<file path="config.mk">
export PLATFORM = sky130hd
export DESIGN_NAME = idle_ctrl
export DESIGN_NICKNAME = d
export VERILOG_FILES = /design/src/rtl/idle_pkg.sv /design/src/rtl/idle_sfr_decode.sv /design/src/rtl/idle_pcon_reg.sv /design/src/rtl/idle_halt_ctrl.sv /design/src/rtl/idle_ctrl.sv
export SDC_FILE = /design/constraint.sdc
export NUM_CORES = 1
export LEC_CHECK = 0
export BUFFER_PORTS_ARGS = -buffer_cell sky130_fd_sc_hd__buf_2
export CAP_MARGIN = 20
export CORE_AREA = 5 5 42 44
export CTS_CLUSTER_SIZE = 10
export DETAILED_ROUTE_END_ITERATION = 16
export DIE_AREA = 0 0 47 49
export PLACE_DENSITY = 0.72
export SLEW_MARGIN = 0
export SYNTH_ARGS = -nofsm -noshare
export SYNTH_HDL_FRONTEND = slang
export SYNTH_SLANG_ARGS = --single-unit
export TNS_END_PERCENT = 1
</file>
<file path="constraint.sdc">
create_clock -name clk -period 1.8 [get_ports clk]
set_clock_uncertainty 0.2 [all_clocks]
set_input_delay 0.54 -clock clk [delete_from_list [all_inputs] [get_ports clk]]
set_output_delay 0.54 -clock clk [all_outputs]
set_load 0.03 [all_outputs]
</file>
<file path="src/rtl/idle_pkg.sv">
package idle_pkg;

    localparam int DATA_W   = 8;
    localparam int IDLE_POS = 0;
    localparam int PD_POS   = 1;

    typedef struct packed {
        logic [DATA_W-3:0] spare;
        logic              pd;
        logic              idle;
    } pcon_t;

    typedef struct packed {
        logic              wr;
        logic              hit;
        logic [DATA_W-1:0] wdata;
    } sfr_req_t;

    function automatic pcon_t to_pcon(input logic [DATA_W-1:0] v);
        pcon_t p;
        p = pcon_t'(v);
        return p;
    endfunction

    function automatic logic [DATA_W-1:0] from_pcon(input pcon_t p);
        return DATA_W'(p);
    endfunction

endpackage

</file>
<file path="src/rtl/idle_sfr_decode.sv">
module idle_sfr_decode #(
    parameter int          ADDR_W    = 8,
    parameter logic [7:0]  PCON_ADDR = 8'h87
) (
    input  logic [ADDR_W-1:0]        sfr_addr,
    input  logic                     sfr_wr,
    input  logic [idle_pkg::DATA_W-1:0] sfr_wdata,
    output idle_pkg::sfr_req_t       req
);
    localparam logic [ADDR_W-1:0] MATCH = ADDR_W'(PCON_ADDR);

    always_comb begin
        req.hit   = (sfr_addr == MATCH);
        req.wr    = sfr_wr && (sfr_addr == MATCH);
        req.wdata = sfr_wdata;
    end
endmodule

</file>
<file path="src/rtl/idle_pcon_reg.sv">
module idle_pcon_reg
    import idle_pkg::*;
(
    input  logic     clk,
    input  logic     rst,
    input  sfr_req_t req,
    input  logic     hw_clear_idle,
    output pcon_t    pcon_q
);
    pcon_t pcon_d;

    always_comb begin
        pcon_d = pcon_q;
        if (req.wr) begin
            pcon_d = to_pcon(req.wdata);
        end else if (hw_clear_idle) begin
            pcon_d.idle = 1'b0;
        end
    end

    always_ff @(posedge clk) begin
        if (rst) pcon_q <= '0;
        else     pcon_q <= pcon_d;
    end
endmodule

</file>
<file path="src/rtl/idle_halt_ctrl.sv">
module idle_halt_ctrl
    import idle_pkg::*;
(
    input  pcon_t pcon_q,
    input  logic  irq_pending,
    output logic  cpu_halt,
    output logic  wake,
    output logic  periph_clk_en
);
    always_comb begin
        wake          = pcon_q.idle && irq_pending;
        cpu_halt      = pcon_q.idle && !irq_pending;
        periph_clk_en = !pcon_q.pd;
    end
endmodule

</file>
<file path="src/rtl/idle_ctrl.sv">
module idle_ctrl
    import idle_pkg::*;
#(
    parameter int         ADDR_W    = 8,
    parameter logic [7:0] PCON_ADDR = 8'h87
) (
    input  logic              clk,
    input  logic              rst,
    input  logic [ADDR_W-1:0] sfr_addr,
    input  logic              sfr_wr,
    input  logic [DATA_W-1:0] sfr_wdata,
    output logic [DATA_W-1:0] sfr_rdata,
    output logic              sfr_hit,
    input  logic              irq_pending,
    output logic              cpu_halt,
    output logic              wake,
    output logic              periph_clk_en
);
    sfr_req_t req;
    pcon_t    pcon_q;
    logic     wake_int;

    idle_sfr_decode #(.ADDR_W(ADDR_W), .PCON_ADDR(PCON_ADDR)) dec_i (
        .sfr_addr  (sfr_addr),
        .sfr_wr    (sfr_wr),
        .sfr_wdata (sfr_wdata),
        .req       (req)
    );

    idle_pcon_reg reg_i (
        .clk           (clk),
        .rst           (rst),
        .req           (req),
        .hw_clear_idle (wake_int),
        .pcon_q        (pcon_q)
    );

    idle_halt_ctrl hc_i (
        .pcon_q        (pcon_q),
        .irq_pending   (irq_pending),
        .cpu_halt      (cpu_halt),
        .wake          (wake_int),
        .periph_clk_en (periph_clk_en)
    );

    assign wake      = wake_int;
    assign sfr_hit   = req.hit;
    assign sfr_rdata = req.hit ? from_pcon(pcon_q) : '0;
endmodule

</file>
==> reports/qor.yml <==
status: "finished, violations left"
violations: "setup timing"
start_util: 0.3545
arrival_ps: 1350
p_leak_nw: 0.3707
p_seq_frac: 0.452
hold_class: "reg -> reg"
final_area_um2: 890.9
drt_iter0_drc: 12
avgSynthCellArea_um2: 9.031
timing.final.ws_setup_ps: -286.8
avgViaCountPerCell: 5.727
hold_viol_final: 0
vdd_drop_max_uv: 359.0
regArea_um2: 160.2
syn_nets: 75
rsz0062_at_grt: "true"
largest_reg_flops: 8
portBuffers: 31
power_frac_clock: 0.365
cts_buffer_depth: 2
drt-total-wl_mm: 1.817
power.switching_w: 0.0001005
relSlewSlack: 0.8329
drv_cap: 0
grt_usage: 0.1832
coreArea_um2: 1401
fill_cells: 131
drc: 0
multi_input_area_um2: 372.9
yosysSeqAreaShare: 0.3224
pre_cts_slack_ps: -398.7
p_sw_frac: 0.2559
max_freq_mhz: 479.2
tightest_slew_ps: 248.5
timing_worst_setup_path_type: "in -> out"
grt_pass1_vias: 634
cts_root_buf: "clkbuf_4"
num-nets-final: 116
slew_viol_final: 0
cts_tree: "built"
htree_levels: 1
p_comb_frac: 0.184
numCtsBuffers: 3
place_area_um2: 706.9
overflow: 0
reg.largest.list: "reg_i.pcon_q x8"
gp_congestion: 0.7807
start_kind: "input port"
yosysWarnings: 0
powerDensity_nw_per_um2: 441.0
cts_hold_buf: 0
drive_gt1_frac: 0.6064
via_count: 630
grt_max_degree: 9
crit_fanout: 6
die_w_um: 47
synth-seq-cells: 8
place_hpwl_mm: 1.054
end_kind: "primary output"
fin_crit_sh: 1.159
ant_nets: 0
rows: 14
ys_types: 15
n_antenna_cell: 0
regMostFlops: "reg_i.pcon_q"
setup_violations: 9
wl_per_cell_um: 16.52
firstDrtPassIters: 4
grt_antenna_before_repair: 0
synthesis.area_um2: 496.7
grt_pass1_wl_mm: 2.946
clock-sinks: 8
required_ps: 1060
internal-power_w: 0.0002923
pin_count: 32
period_needed_ps: 2087
syn_inst: 55
die_h_um: 49
syn2layout_area_growth_pct: 79.35
clk_latency_ps: 260
clk_pin_slew_ps: 60
dieArea_um2: 2303
-- final timing paths --
| check | startpoint | to | slack, ps | cells after the start |
|---|---|---|---|---|
| worst max-delay path | sfr_addr[5] | sfr_rdata[2] | -290 | 4 |
| worst min-delay path | reg_i.pcon_q[1] | reg_i.pcon_q[1] | 280 | 2 |
| worst max register to register | reg_i.pcon_q[0] | reg_i.pcon_q[0] | 790 | 3 |
| worst min register to register | reg_i.pcon_q[1] | reg_i.pcon_q[1] | 280 | 2 |
-- per-layer routing --
| metal | vias up | part of all wire | global-route usage |
|---|---|---|---|
| li1 | 300 | - | - |
| met1 | 283 | 0.41 | 0.2489 |
| met2 | 41 | 0.45 | 0.2421 |
| met3 | 6 | 0.096 | 0.01845 |
| met4 | 0 | 0.046 | 0.1613 |
| met5 | - | 0 | 0 |
-- final cells by class --
class	instances	share of cell area
clock buffer	3	0.02528
inverter	2	0.008427
timing repair buffer	40	0.3455
multi-input combinational	41	0.4185
sequential	8	0.1798
tap	16	0.02247
-- cell usage after synthesis --
cell / n / area (um^2)
a21oi_1: 8 / 40.04
dfxtp_1: 8 / 160.2
nand4_1: 8 / 50.05
o31ai_1: 8 / 60.06
and3_1: 7 / 43.79
buf_8: 3 / 45.04
and4bb_4: 2 / 32.53
buf_2: 2 / 10.01
inv_1: 2 / 7.510
nand4bb_1: 2 / 22.52
and2_1: 1 / 6.260
buf_1: 1 / 3.750
nor2_1: 1 / 3.750
nor2b_1: 1 / 6.260
nor3_1: 1 / 5.000
-- metrics by stage --
stage	instances	TNS, ps	hold slack [ps]	utilization	power (W)
detailed placement	102	-3267	263.5	0.5045	0.0002318
finish	110	-2137	276.3	0.6357	0.0003929
floorplan	55	-1594	248.3	-	0.0002077
global placement	102	-3132	254.2	0.5045	0.0002311
global route	110	-2363	304.0	0.6357	0.0004077
CTS	110	-2194	273.5	0.6357	0.0003965
-- layout by cell type (no fill, tap or decap) --
master     netlist  routed
o31ai_1          8       8
buf_6            0      14
clkbuf_4         0       3
and2_1           1       1
nor3_4           0       1
and3_4           0       7
nand4bb_4        0       1
buf_4            0       8
nand4_1          8       8
inv_1            2       2
a21oi_1          8       8
dfxtp_1          8       8
nand4bb_1        2       1
buf_2            2      18
nor2b_1          1       1
and4bb_4         2       4
nor2_4           0       1
-- critical path, cell delays in order --
cell	delay [ps]
buf_6	100
and4bb_4	380
and3_4	200
buf_6	130
-- repair_timing --
item	CTS	global route
resized for setup	28	0
setup buffers	3	0
setup endpoints to repair	9	9
pin swaps	7	4
gates cloned	2	0
-- cells by family (layout without fill, tap and decap cells) --
logic type,count (synthesis),in the layout,synth area share
AND/OR/NAND/NOR,23,25,0.3426
AO/OA/AOI/OAI,16,16,0.2015
buffers and inverters,8,45,0.1335
flip-flops,8,8,0.3224
-- power by group through the flow --
| stage | sequential [W] | combinational (W) | clock [W] |
|---|---|---|---|
| floorplan | 0.000181 | 0.0000264 | 0 |
| global placement | 0.000181 | 0.0000499 | 0 |
| detailed placement | 0.000181 | 0.0000505 | 0 |
| CTS | 0.000177 | 0.0000710 | 0.000148 |
| global route | 0.000177 | 0.0000771 | 0.000153 |
| finish | 0.000177 | 0.0000721 | 0.000143 |
No activity file was read; power rests on OpenSTA's default activity.
